[src/rtl/bitpos_pkg.sv]
package bitpos_pkg;
  localparam int unsigned DATA_W = 32;
  localparam int unsigned FLD_W  = 6;
  localparam int unsigned REV_W  = 16;

  typedef enum logic [1:0] {
    OPC_INSERT = 2'b00,
    OPC_BITREV = 2'b01,
    OPC_SPARE2 = 2'b10,
    OPC_SPARE3 = 2'b11
  } bp_op_e;

  typedef struct packed {
    logic [FLD_W-1:0] pos;
    logic [FLD_W-1:0] size;
  } bp_ctl_t;
endpackage

[src/rtl/bitpos_ctl_regs.sv]
module bitpos_ctl_regs
  import bitpos_pkg::*;
(
  input  logic             clk,
  input  logic             rst_n,
  input  logic             wr_en,
  input  logic [FLD_W-1:0] pos_in,
  input  logic [FLD_W-1:0] size_in,
  output bp_ctl_t          ctl_q
);
  bp_ctl_t ctl_d;

  always_comb begin
    ctl_d = ctl_q;
    if (wr_en) begin
      ctl_d.pos  = pos_in;
      ctl_d.size = size_in;
    end
  end

  always_ff @(posedge clk or negedge rst_n) begin
    if (!rst_n) begin
      ctl_q <= '0;
    end else if (wr_en) begin
      ctl_q <= ctl_d;
    end
  end
endmodule

[src/rtl/bitpos_insert_unit.sv]
module bitpos_insert_unit #(
  parameter int unsigned W  = 32,
  parameter int unsigned PW = 6
) (
  input  logic [PW-1:0] pos,
  input  logic [PW-1:0] size,
  input  logic [W-1:0]  field_src,
  input  logic [W-1:0]  dest,
  output logic [W-1:0]  merged
);
  localparam int unsigned EW = PW + 1;
  localparam logic [EW-1:0] LIMIT = EW'(W);

  logic [EW-1:0] end_excl;
  logic          fits;
  logic [W-1:0]  shifted;
  logic [W-1:0]  in_field;

  assign end_excl = {1'b0, pos} + {1'b0, size};
  assign fits     = (size != '0) && (end_excl <= LIMIT);
  assign shifted  = field_src << pos;

  for (genvar i = 0; i < W; i++) begin : g_bit
    localparam logic [EW-1:0] IDX = EW'(i);
    assign in_field[i] = ({1'b0, pos} <= IDX) && (IDX < end_excl);
    assign merged[i]   = (fits && in_field[i]) ? shifted[i] : dest[i];
  end
endmodule

[src/rtl/bitpos_reverse_unit.sv]
module bitpos_reverse_unit #(
  parameter int unsigned W  = 32,
  parameter int unsigned RW = 16
) (
  input  logic [W-1:0] operand,
  output logic [W-1:0] mirrored
);
  for (genvar i = 0; i < W; i++) begin : g_bit
    if (i < RW) begin : g_rev
      assign mirrored[i] = operand[RW-1-i];
    end else begin : g_zero
      assign mirrored[i] = 1'b0;
    end
  end
endmodule

[src/rtl/bitpos_branch_test.sv]
module bitpos_branch_test #(
  parameter int unsigned PW    = 6,
  parameter int unsigned LIMIT = 32
) (
  input  logic [PW-1:0] pos,
  output logic          take
);
  localparam logic [PW-1:0] THRESH = PW'(LIMIT);
  assign take = (pos >= THRESH);
endmodule

[src/rtl/bitpos_ctl_unit.sv]
module bitpos_ctl_unit
  import bitpos_pkg::*;
(
  input  logic        clk,
  input  logic        rst_n,
  input  logic        ctl_we,
  input  logic [5:0]  ctl_pos_wr,
  input  logic [5:0]  ctl_size_wr,
  input  logic [1:0]  op_sel,
  input  logic [31:0] src_a,
  input  logic [31:0] src_b,
  output logic [31:0] result,
  output logic        branch_ge32
);
  bp_ctl_t           ctl_q;
  logic [DATA_W-1:0] ins_res;
  logic [DATA_W-1:0] rev_res;
  bp_op_e            op;

  assign op = bp_op_e'(op_sel);

  bitpos_ctl_regs u_regs (
    .clk     (clk),
    .rst_n   (rst_n),
    .wr_en   (ctl_we),
    .pos_in  (ctl_pos_wr),
    .size_in (ctl_size_wr),
    .ctl_q   (ctl_q)
  );

  bitpos_insert_unit #(.W(DATA_W), .PW(FLD_W)) u_ins (
    .pos       (ctl_q.pos),
    .size      (ctl_q.size),
    .field_src (src_a),
    .dest      (src_b),
    .merged    (ins_res)
  );

  bitpos_reverse_unit #(.W(DATA_W), .RW(REV_W)) u_rev (
    .operand  (src_a),
    .mirrored (rev_res)
  );

  bitpos_branch_test #(.PW(FLD_W), .LIMIT(DATA_W)) u_br (
    .pos  (ctl_q.pos),
    .take (branch_ge32)
  );

  always_comb begin
    unique case (op)
      OPC_INSERT: result = ins_res;
      OPC_BITREV: result = rev_res;
      default:    result = '0;
    endcase
  end
endmodule

[config.mk]
export PLATFORM = sky130hd
export DESIGN_NAME = bitpos_ctl_unit
export DESIGN_NICKNAME = d
export VERILOG_FILES = /design/src/rtl/bitpos_pkg.sv /design/src/rtl/bitpos_ctl_regs.sv /design/src/rtl/bitpos_insert_unit.sv /design/src/rtl/bitpos_reverse_unit.sv /design/src/rtl/bitpos_branch_test.sv /design/src/rtl/bitpos_ctl_unit.sv
export SDC_FILE = /design/constraint.sdc
export NUM_CORES = 1
export LEC_CHECK = 0
export CORE_ASPECT_RATIO = 1.75
export CORE_UTILIZATION = 65
export CTS_BUF_LIST = sky130_fd_sc_hd__clkbuf_4 sky130_fd_sc_hd__clkbuf_8
export CTS_CLUSTER_SIZE = 14
export DETAILED_ROUTE_END_ITERATION = 8
export DONT_BUFFER_PORTS = 1
export PLACE_DENSITY = 0.9
export RECOVER_POWER = 25
export SETUP_SLACK_MARGIN = 0.1
export SLEW_MARGIN = 20
export SYNTH_ARGS = -nofsm -noshare
export SYNTH_HDL_FRONTEND = slang
export SYNTH_SLANG_ARGS = --single-unit
[constraint.sdc]
create_clock -name clk -period 3.29 [get_ports clk]
set_input_delay 0 -clock clk [delete_from_list [all_inputs] [get_ports clk]]
set_output_delay 0 -clock clk [all_outputs]
set_load 0.01 [all_outputs]
==> reports/results.ini, run 1 <==
[outcome]
firstError = [ERROR GRT-0232] Routing congestion too high. Check the congestion heatmap in the GUI.
stop_stage = global routing
outcome = stopped before the end

[placed_design]
hpwlAfterDp_um = 10400
io_buffers = 0
finalWeightedCongestion = 1.09

[logic_synthesis]
synth_area_leaders = mux2i_1, mux4_2, dfrtp_1, nand2_1, mux2_2
synth-async-reset-ratio_pct = 100
yosys-top-cells-count = nand2_1, mux2i_1, o21ai_0
synth_nets = 589
syn_inst = 501
ys_seq_area_share_pct = 7.86
synth_most_common_cell = nand2_1
synth-edff-count = 0
yosysTopAreaCell = mux2i_1
netlist_area_mm2 = 0.00382
yosys_register_bits = 12
synth_area_per_cell_um2 = 7.63
synth_top_area_share_pct = 15.5
ys_types = 68
synthFlopType = dfrtp_1
yosys_warnings = 0

[global_routing]
grt_max_degree = 69
grt_overflow = 32
grt_usage_pct = 70.6

[cts]
cts.sinks = 12
cts-htree-levels = 1
cts_buffer_depth = 2
cts_buffers = 3
clockRootBuffer = clkbuf_8

[die]
ios = 114
num_rows = 36
start_util_pct = 67.9
die_h_um = 103
die_x_um = 60.0

[timing]
postGrtWorstEndpoint = result[11]
worst-endpoint-pin-kind = primary output

==> repair_timing <==
item / CTS
endpoints found under the setup margin: 30
buffers inserted: 3
pin swaps: 4
hold buffers: 14
gates resized for setup: 3
endpoints found under the hold margin: 24
==> through the flow <==
stage,util (%),cell area (µm²),worst slack [ns],cells,hold slack (ns)
detailed placement,71.2,4010,0.154,571,-0.295
floorplan,-,3820,0.305,501,-0.296
global placement,71.2,4010,0.233,571,-0.295
CTS,75.2,4230,0.101,592,0.136
==> kinds of logic after synthesis <==
kind of cell / synth area share [%]
AO/OA/AOI/OAI: 25.8
XOR/XNOR: 0.655
adder cells (fa/ha/maj): 2.49
buffers and inverters: 5.76
flip-flops: 7.86
multiplexers: 35.2
AND/OR/NAND/NOR: 22.2
==> routing by layer <==
layer | GRT overflow | track usage [%]
met4 | 13 | 69.2
met5 | 0 | 18.8
met3 | 1 | 58.2
met2 | 18 | 88.1
met1 | 0 | 67.4
==> run 2: changes to the inputs <==
--- a/config.mk
+++ b/config.mk
@@ -5,15 +5,11 @@
 export SDC_FILE = /design/constraint.sdc
 export NUM_CORES = 1
 export LEC_CHECK = 0
-export CORE_ASPECT_RATIO = 1.75
-export CORE_UTILIZATION = 65
-export CTS_BUF_LIST = sky130_fd_sc_hd__clkbuf_4 sky130_fd_sc_hd__clkbuf_8
-export CTS_CLUSTER_SIZE = 14
+export CORE_UTILIZATION = 40
 export DETAILED_ROUTE_END_ITERATION = 8
 export DONT_BUFFER_PORTS = 1
-export PLACE_DENSITY = 0.9
+export PLACE_DENSITY_LB_ADDON = 0.15
 export RECOVER_POWER = 25
-export SETUP_SLACK_MARGIN = 0.1
 export SLEW_MARGIN = 20
 export SYNTH_ARGS = -nofsm -noshare
 export SYNTH_HDL_FRONTEND = slang
==> reports/results.ini, run 2 <==
[outcome]
outcome = complete, no violations

[global_routing]
grt_pass1_wl_um = 22600
grt_usage_pct = 28.9
grt_max_degree = 69
grt_pass1_vias = 4020
grt_antenna_before_repair = 0
grt_overflow = 0

[placed_design]
io_buffers = 0  ; unchanged
hpwlAfterDp_um = 11300  ; +9.2%
finalWeightedCongestion = 0.950  ; -13%
placed_cell_area_mm2 = 0.00414  ; +3.2%

[die]
ios = 114  ; unchanged
die_x_um = 99.7  ; +66%
die_h_um = 99.7  ; -3.6%
core_area_mm2 = 0.00924
start_util_pct = 41.4  ; -27 points
dieArea_mm2 = 0.00995
num_rows = 35  ; -2.8%

[logic_synthesis]
ys_types = 68  ; unchanged
synth_most_common_cell = nand2_1
synth_area_leaders = mux2i_1, mux4_2, dfrtp_1, nand2_1, mux2_2
netlist_area_mm2 = 0.00382  ; unchanged
synth_area_per_cell_um2 = 7.63  ; unchanged
syn_inst = 501  ; unchanged
ys_seq_area_share_pct = 7.86  ; unchanged
yosys_register_bits = 12  ; unchanged
synthFlopType = dfrtp_1
synth_nets = 589  ; unchanged
synth-async-reset-ratio_pct = 100  ; unchanged
yosys_warnings = 0  ; unchanged
yosysTopAreaCell = mux2i_1
yosys-top-cells-count = nand2_1, mux2i_1, o21ai_0
synth_top_area_share_pct = 15.5  ; unchanged
synth-edff-count = 0  ; unchanged

[min_path]
worstHoldStart = src_a[10]
holdPathEnd = result[5]
hold_depth = 2
worstHoldPathType = in2out

[timing]
slew_headroom_pct = 42.7
max_freq_mhz = 308
rsz0062_at_grt = true
clock_skew_ns = 0
setup_viol = 0
fin_crit_ns = 3.25
finalCritPeriodShare_pct = 98.8
finalHoldViolCount = 0
tns_ns = 0
maxSlewViolCount = 0
tightest_slew_ns = 0.856

[final_layout]
largest_reg_flops = 12
final_cell_mix = nand2_1, mux2i_1, buf_4
top_regs = u_regs.ctl_q x12
final_common_cell = nand2_1
fin_area_mm2 = 0.00448
final_util_pct = 48.5
nNetsFinal = 615
area_growth_pct = 17.2
top_register = u_regs.ctl_q
num_antenna_cells = 0
drive_above_1_share_pct = 24.1

[pwr]
peakVddDrop_mv = 0.164
intPower_uw = 759
p_seq_share_pct = 11.6
p_sw_uw = 806
comb_power_share_pct = 78.1
power_density_mw_per_mm2 = 349
p_leak_uw = 0.00174
power.total_uw = 1560
switching_share_pct = 51.5
clkPwrFrac_pct = 10.4

[critical_path]
rr_worst_depth = 5
end_kind = output pin
rr_startpoint = u_regs.ctl_q[7]$_DFFE_PN0P_
crit_fanout = 5
critPathKind = reg2out
critPathArrivalTime_ns = 3.25
rr_endpoint = u_regs.ctl_q[7]$_DFFE_PN0P_
reg2reg_slack_ns = 1.34
cp-start-kind = register
crit_required_ns = 3.29

[drt]
vias_per_cell = 6.69
avgRoutedWirePerCell_um = 22.5
drt-met1-wl_um = 6510
drt-total-wl_um = 14700
wl_met3_um = 1370
topRoutingLayerUsed = met4
wl_met2_um = 6550
vias = 4385
final_antenna_net_count = 0
first_pass_iters = 5
drcViolationCount = 0
drtIter0Drc = 488

[cts]
cts_tree = yes
cts_buffer_depth = 2  ; unchanged
clockRootBuffer = clkbuf_8
clk_pin_slew_ns = 0.05
clk_latency_ns = 0.24
cts-htree-levels = 1  ; unchanged
cts_buffers = 3  ; unchanged
cts.sinks = 12  ; unchanged

[run]
max-cap-violations = 0

## run 2: cell counts after synthesis
Identical to the previous run, type by type.
## run 2: power by group through the flow
| stage | Sequential (µW) | Combinational, µW | Clock, µW |
|---|---|---|---|
| after global routing | 182 | 1300 | 173 |
| after detailed placement | 181 | 1100 | 0 |
| after floorplan | 177 | 813 | 0 |
| after global placement | 180 | 1090 | 0 |
| final | 181 | 1220 | 163 |
| after CTS | 178 | 1140 | 162 |
## run 2: per-layer routing
| layer | GRT usage [%] | up-vias |
|---|---|---|
| met1 | 43.6 | 2123 |
| met2 | 43.6 | 260 |
| met5 | 0 | - |
| li1 | - | 1977 |
| met4 | 4.75 | 0 |
| met3 | 4.50 | 25 |
## run 2: cell families after synthesis
kind of cell / share of synthesized area (%)
AO/OA/AOI/OAI: 25.8
XOR/XNOR: 0.655
adder cells (fa/ha/maj): 2.49
buffers and inverters: 5.76
flip-flops: 7.86
multiplexers: 35.2
AND/OR/NAND/NOR: 22.2
## run 2: cell type report
cell class / count / area [µm²]
multi-input combinational: 436 / 3410
timing repair buffer: 62 / 500
fill: 934 / 4760
clock buffer: 4 / 55.1
tap: 129 / 161
inverter: 12 / 45.0
sequential: 12 / 304
## run 2: worst max path at each step
stage	from	to	slack [ns]	cells after the start
floorplan	u_regs.ctl_q[6]$_DFFE_PN0P_	result[11]	0.30	9
global placement	u_regs.ctl_q[0]$_DFFE_PN0P_	result[2]	0.19	10
detailed placement	u_regs.ctl_q[0]$_DFFE_PN0P_	result[16]	0.11	10
CTS	u_regs.ctl_q[0]$_DFFE_PN0P_	result[16]	0.02	10
global route	u_regs.ctl_q[0]$_DFFE_PN0P_	result[29]	-0.02	10
finish	u_regs.ctl_q[0]$_DFFE_PN0P_	result[16]	0.04	10
## run 2: worst max-delay path, cell delays in order (launching register included)
cell,delay [ns]
dfrtp_1,0.43
ha_4,0.19
fa_2,0.40
xor2_2,0.17
or3_4,0.39
a221o_2,0.40
mux2i_4,0.21
nand3_4,0.14
a221oi_4,0.22
mux2i_1,0.30
buf_4,0.17
## run 2: repair_timing
action,4_1_cts,5_1_grt
gates resized for setup,3,17
endpoints found under the setup margin,25,29
setup buffers,2,3
pin swaps,1,10
hold buffers,14,0
hold endpoints to repair,24,0
## run 2: metrics by stage
stage / hold slack [ns] / worst slack, ns / cells
detailed placement: -0.295 / 0.107 / 632
global placement: -0.295 / 0.192 / 632
finish: 0.130 / 0.0403 / 655
global route: 0.139 / -0.0247 / 655
CTS: 0.131 / 0.0244 / 652
floorplan: -0.296 / 0.305 / 501
No activity file was read; power rests on OpenSTA's default activity.
==> run 3: changes to the inputs <==
==> constraint.sdc (replaced) <==
create_clock -name clk -period 3.3 [get_ports clk]
set_input_delay 0 -clock clk [delete_from_list [all_inputs] [get_ports clk]]
set_output_delay 0 -clock clk [all_outputs]
set_load 0.01 [all_outputs]
==> reports/results.ini, run 3 (same netlist as run 2, synthesis figures left out) <==
[outcome]
outcome = complete, no violations

[critical_path]
rr_startpoint = u_regs.ctl_q[7]$_DFFE_PN0P_
cp-start-kind = register
end_kind = output pin
crit_fanout = 4  ; -1
crit_required_ns = 3.30  ; about the same
rr_endpoint = u_regs.ctl_q[7]$_DFFE_PN0P_
critPathKind = reg2out
critPathArrivalTime_ns = 3.23  ; -0.02 ns
reg2reg_slack_ns = 1.38  ; +0.04 ns
rr_worst_depth = 5  ; unchanged
critPathLaunch = u_regs.ctl_q[0]$_DFFE_PN0P_

[pwr]
peakVddDrop_mv = 0.205  ; +25%
power_density_mw_per_mm2 = 346  ; -0.93%
power.total_uw = 1550  ; -0.85%
p_leak_uw = 0.00176  ; +1.2%

[placed_design]
io_buffers = 0  ; unchanged
hpwlAfterDp_um = 11200  ; -1.1%
placed_cell_area_mm2 = 0.00413  ; -0.18%
preCtsSetupSlack_ns = 0.116  ; +0.00868 ns
finalWeightedCongestion = 0.942  ; -0.81%

[final_layout]
top_regs = u_regs.ctl_q x12
final_common_cell = nand2_1
area_growth_pct = 17.3  ; about the same
top_register = u_regs.ctl_q
largest_reg_flops = 12  ; unchanged
nNetsFinal = 618  ; +0.49%
drive_above_1_share_pct = 24.4  ; +0.24 points
num_antenna_cells = 0  ; unchanged
final_cell_mix = nand2_1, mux2i_1, buf_4
fin_area_mm2 = 0.00448  ; about the same

[drt]
wl_met2_um = 6550  ; about the same
topRoutingLayerUsed = met4
vias_per_cell = 6.63  ; -0.98%
first_pass_iters = 5  ; unchanged
wl_met3_um = 1530  ; +12%
drt-met1-wl_um = 6340  ; -2.7%
drt-total-wl_um = 14600  ; -1.0%
drcViolationCount = 0  ; unchanged
final_antenna_net_count = 0  ; unchanged
drtIter0Drc = 465  ; -4.7%
avgRoutedWirePerCell_um = 22.1  ; -1.5%
vias = 4362  ; -0.52%

[global_routing]
grt_pass1_wl_um = 21900  ; -2.8%
grt_pass1_vias = 3918  ; -2.5%
grt_antenna_before_repair = 0  ; unchanged
grt_overflow = 0  ; unchanged
grt_max_degree = 69  ; unchanged
grt_usage_pct = 28.4  ; -0.51 points

[cts]
cts_tree = yes
clk_pin_slew_ns = 0.05  ; about the same
clockRootBuffer = clkbuf_8
clk_latency_ns = 0.24  ; about the same
cts_buffers = 3  ; unchanged
cts.sinks = 12  ; unchanged
cts-htree-levels = 1  ; unchanged
cts_buffer_depth = 2  ; unchanged

[die]
core_area_mm2 = 0.00924  ; unchanged
die_h_um = 99.7  ; unchanged
dieArea_mm2 = 0.00995  ; unchanged
ios = 114  ; unchanged
start_util_pct = 41.4  ; unchanged
die_x_um = 99.7  ; unchanged
num_rows = 35  ; unchanged

[timing]
setup_viol = 0  ; unchanged
slew_headroom_pct = 40.3  ; -2.4 points
maxSlewViolCount = 0  ; unchanged
setup_slack_ns = 0.0727  ; +0.0323 ns
clock_skew_ns = 0  ; unchanged
max_freq_mhz = 310
finalHoldViolCount = 0  ; unchanged
fin_crit_ns = 3.23
tns_ns = 0  ; unchanged
tightest_slew_ns = 0.893  ; +0.0364 ns
finalCritPeriodShare_pct = 97.8

[min_path]
holdPathEnd = result[9]
worstHoldStart = src_a[6]
worstHoldPathType = in2out
hold_depth = 2  ; unchanged

[run]
max-cap-violations = 0  ; unchanged

[run 3: cell types whose count changed in the layout (fill, tap and decap cells not counted), sizes merged]
cell,previous run,this run
buf,48,51
[run 3: critical path, stage by stage (launching register included)]
cell and delay, ns:
dfrtp_2 0.43, ha_4 0.17, fa_2 0.39, xor2_2 0.17
or3_4 0.39, a221o_2 0.39, mux2i_4 0.18, nand3_2 0.14
a311o_1 0.40, mux2i_1 0.18, buf_4 0.14
[run 3: cell type report]
| class | instances | area [µm²] |
|---|---|---|
| fill | 918 | 4760 |
| timing repair buffer | 65 | 523 |
| sequential | 12 | 305 |
| inverter | 12 | 45.0 |
| clock buffer | 4 | 55.1 |
| multi-input combinational | 436 | 3390 |
| tap | 129 | 161 |
[run 3: worst max path at each step]
stage | to | slack, ns
2_1_floorplan | result[11] | 0.31
4_1_cts | result[25] | 0.03
6_report | result[18] | 0.07
3_5_place_dp | result[2] | 0.12
5_1_grt | result[18] | -0.01
3_3_place_gp | result[2] | 0.12
[run 3: through the flow]
stage	std cells	utilization, %	hold WS, ns
finish	658	48.5	0.124
global route	658	48.5	0.135
CTS	651	47.1	0.130
detailed placement	631	44.7	-0.295
global placement	631	44.7	-0.295
floorplan	501	-	-0.296
[run 3: where the power goes]
| part | internal (µW) | switching, µW | leakage (µW) | total [µW] |
|---|---|---|---|---|
| sequential | 163 | 18.3 | 0.000138 | 181 |
| combinational | 492 | 718 | 0.00159 | 1210 |
| clock | 105 | 55.2 | 0.0000288 | 161 |
[run 3: routing by layer]
layer / track usage, % / vias to the layer above
li1: - / 1982
met1: 43.2 / 2100
met2: 43.1 / 259
met3: 4.15 / 21
met4: 3.73 / 0
met5: 0 / -
[run 3: what timing repair did]
action / in CTS / in global routing
pin swaps: 1 / 12
gates resized for setup: 3 / 14
setup buffers: 2 / 7
endpoints found under the setup margin: 21 / 23
hold buffers: 14 / 0
endpoints found under the hold margin: 24 / 0
==> run 4: changes to the inputs <==
--- a/config.mk
+++ b/config.mk
@@ -5,7 +5,7 @@
 export SDC_FILE = /design/constraint.sdc
 export NUM_CORES = 1
 export LEC_CHECK = 0
-export CORE_UTILIZATION = 40
+export CORE_UTILIZATION = 65
 export DETAILED_ROUTE_END_ITERATION = 8
 export DONT_BUFFER_PORTS = 1
 export PLACE_DENSITY_LB_ADDON = 0.15
==> reports/results.ini, run 4 (same netlist as run 2, synthesis figures left out) <==
[run]
max-cap-violations = 0  ; unchanged

[global_routing]
met1_usage_pct = 63.2  ; +20 points
grt_pass1_wl_um = 24300  ; +11%
grt_max_degree = 69  ; unchanged
grt_antenna_before_repair = 0  ; unchanged
grt_pass1_vias = 4595  ; +17%
grt_usage_pct = 51.9  ; +23 points
grt_overflow = 0  ; unchanged
top_usage_layer = met2
grtUsageMet2_pct = 76.3  ; +33 points
grt_use_met3_pct = 18.5  ; +14 points

[pwr]
intPower_uw = 746  ; -1.8%
p_sw_uw = 872  ; +10%
comb_power_share_pct = 77.2  ; -0.8 points
p_leak_uw = 0.00171  ; -2.5%
switching_share_pct = 53.9  ; +2.9 points
peakVddDrop_mv = 0.444  ; +120%
power_density_mw_per_mm2 = 369  ; +6.6%
p_seq_share_pct = 11.3  ; -0.4 points
clkPwrFrac_pct = 11.5  ; +1.1 points

[timing]
rsz0062_at_grt = true
slew_headroom_pct = 35.4  ; -4.8 points
setup_viol = 3  ; +3
fin_crit_ns = 3.33  ; +0.107 ns
max_freq_mhz = 300  ; -3.2%
tightest_slew_ns = 0.965  ; +0.0722 ns
maxSlewViolCount = 0  ; unchanged
setup_slack_ns = -0.0339  ; -0.107 ns
finalCritPeriodShare_pct = 101  ; +3.2 points
clock_skew_ns = 0  ; unchanged
finalHoldViolCount = 0  ; unchanged

[final_layout]
top_register = u_regs.ctl_q
final_common_cell = nand2_1
seqCellArea_um2 = 304  ; -0.41%
drive_above_1_share_pct = 24.3  ; -0.11 points
multiInputGateArea_mm2 = 0.00344  ; +1.3%
fin_area_mm2 = 0.00438  ; -2.2%
top_regs = u_regs.ctl_q x12
nNetsFinal = 608  ; -1.6%
largest_reg_flops = 12  ; unchanged
num_antenna_cells = 0  ; unchanged
num-fill-cells = 368  ; -60%
final_cell_mix = nand2_1, mux2i_1, buf_4
final_util_pct = 78.6  ; +30 points
area_growth_pct = 14.7

[cts]
cts_buffers = 3  ; unchanged
cts-htree-levels = 1  ; unchanged
cts.sinks = 12  ; unchanged
clk_pin_slew_ns = 0.07  ; +0.02 ns
cts_buffer_depth = 2  ; unchanged
clk_latency_ns = 0.27  ; +0.03 ns
cts_tree = yes
clockRootBuffer = clkbuf_8

[outcome]
outcome = finished, violations left
violations = negative setup slack

[die]
ios = 114  ; unchanged
core_area_mm2 = 0.00557  ; -40%
start_util_pct = 68.6  ; +27 points
die_x_um = 78.7  ; -21%
num_rows = 27  ; -23%
dieArea_mm2 = 0.00619  ; -38%
die_h_um = 78.7  ; -21%

[critical_path]
rr_worst_depth = 5  ; unchanged
crit_required_ns = 3.30  ; about the same
cp-start-kind = register
critPathArrivalTime_ns = 3.33  ; +0.10 ns
critPathKind = reg2out
end_kind = output pin
crit_fanout = 4  ; unchanged

[drt]
avgRoutedWirePerCell_um = 27.5  ; +24%
vias_per_cell = 8.39  ; +27%
final_antenna_net_count = 0  ; unchanged
first_pass_iters = 9  ; +4
drtIter0Drc = 1049  ; +130%
drcViolationCount = 0  ; unchanged
vias = 4961  ; +14%
drt-total-wl_um = 16300  ; +12%

[placed_design]
placed_cell_area_mm2 = 0.00402  ; -2.7%
io_buffers = 0  ; unchanged
hpwlAfterDp_um = 10600  ; -5.4%
finalWeightedCongestion = 0.977  ; +3.7%

[min_path]
worstHoldPathType = in2out
hold_depth = 2  ; unchanged

==> run 4: power by group through the flow <==
| stage | Clock, µW | Sequential (µW) | Combinational, µW |
|---|---|---|---|
| 2_1_floorplan | 0 | 176 | 811 |
| 3_3_place_gp | 0 | 180 | 1050 |
| 3_5_place_dp | 0 | 181 | 1070 |
| 4_1_cts | 164 | 179 | 1110 |
| 5_1_grt | 187 | 185 | 1300 |
| 6_report | 186 | 183 | 1250 |
==> run 4: worst max-delay path, stage by stage, from the launching register on <==
cell,delay (ns)
dfrtp_1,0.41
ha_2,0.24
fa_2,0.41
xor2_2,0.21
or3_4,0.38
a221o_2,0.38
buf_4,0.17
a21oi_1,0.22
o31ai_1,0.15
a221oi_1,0.30
buf_4,0.19
==> run 4: what timing repair did <==
| item | in CTS | in global routing |
|---|---|---|
| gates resized for setup | 4 | 23 |
| cloned | 0 | 0 |
| endpoints found under the hold margin | 24 | 0 |
| pin swaps | 2 | 5 |
| buffers inserted | 3 | 1 |
| setup endpoints to repair | 18 | 27 |
| hold buffers | 14 | 0 |
==> run 4: metrics by stage <==
stage | hold slack, ns | power [µW] | worst slack, ns | TNS [ns] | std cells
finish | 0.138 | 1620 | -0.0339 | -0.0595 | 591
CTS | 0.128 | 1460 | 0.0361 | 0 | 590
floorplan | -0.296 | 987 | 0.315 | 0 | 501
global placement | -0.295 | 1230 | 0.229 | 0 | 569
global route | 0.147 | 1680 | -0.0516 | -0.291 | 591
detailed placement | -0.295 | 1250 | 0.151 | 0 | 569
==> run 4: per-layer routing <==
layer	share of wire [%]	wire length, µm
met1	34	5470
met3	17	2740
met2	40	6540
met4	9.3	1510
met5	0	0
==> run 4: area by class of cell <==
type | count | share of cell area (%)
clock buffers | 4 | 1.26
inverters | 12 | 1.03
multi-input cells | 436 | 78.4
flip-flops and latches | 12 | 6.94
well taps | 72 | 2.06
repair buffers | 55 | 10.3
==> run 4: path summary, 6_finish.rpt <==
kind	start	end	slack, ns
setup / recovery	u_regs.ctl_q[0]$_DFFE_PN0P_	result[0]	-0.03
hold / removal	src_a[13]	result[2]	0.14
setup reg to reg	u_regs.ctl_q[7]$_DFFE_PN0P_	u_regs.ctl_q[7]$_DFFE_PN0P_	1.10
hold reg to reg	u_regs.ctl_q[3]$_DFFE_PN0P_	u_regs.ctl_q[3]$_DFFE_PN0P_	0.60
max in group asynchronous	rst_n	u_regs.ctl_q[8]$_DFFE_PN0P_	2.59
min in group asynchronous	rst_n	u_regs.ctl_q[0]$_DFFE_PN0P_	0.22
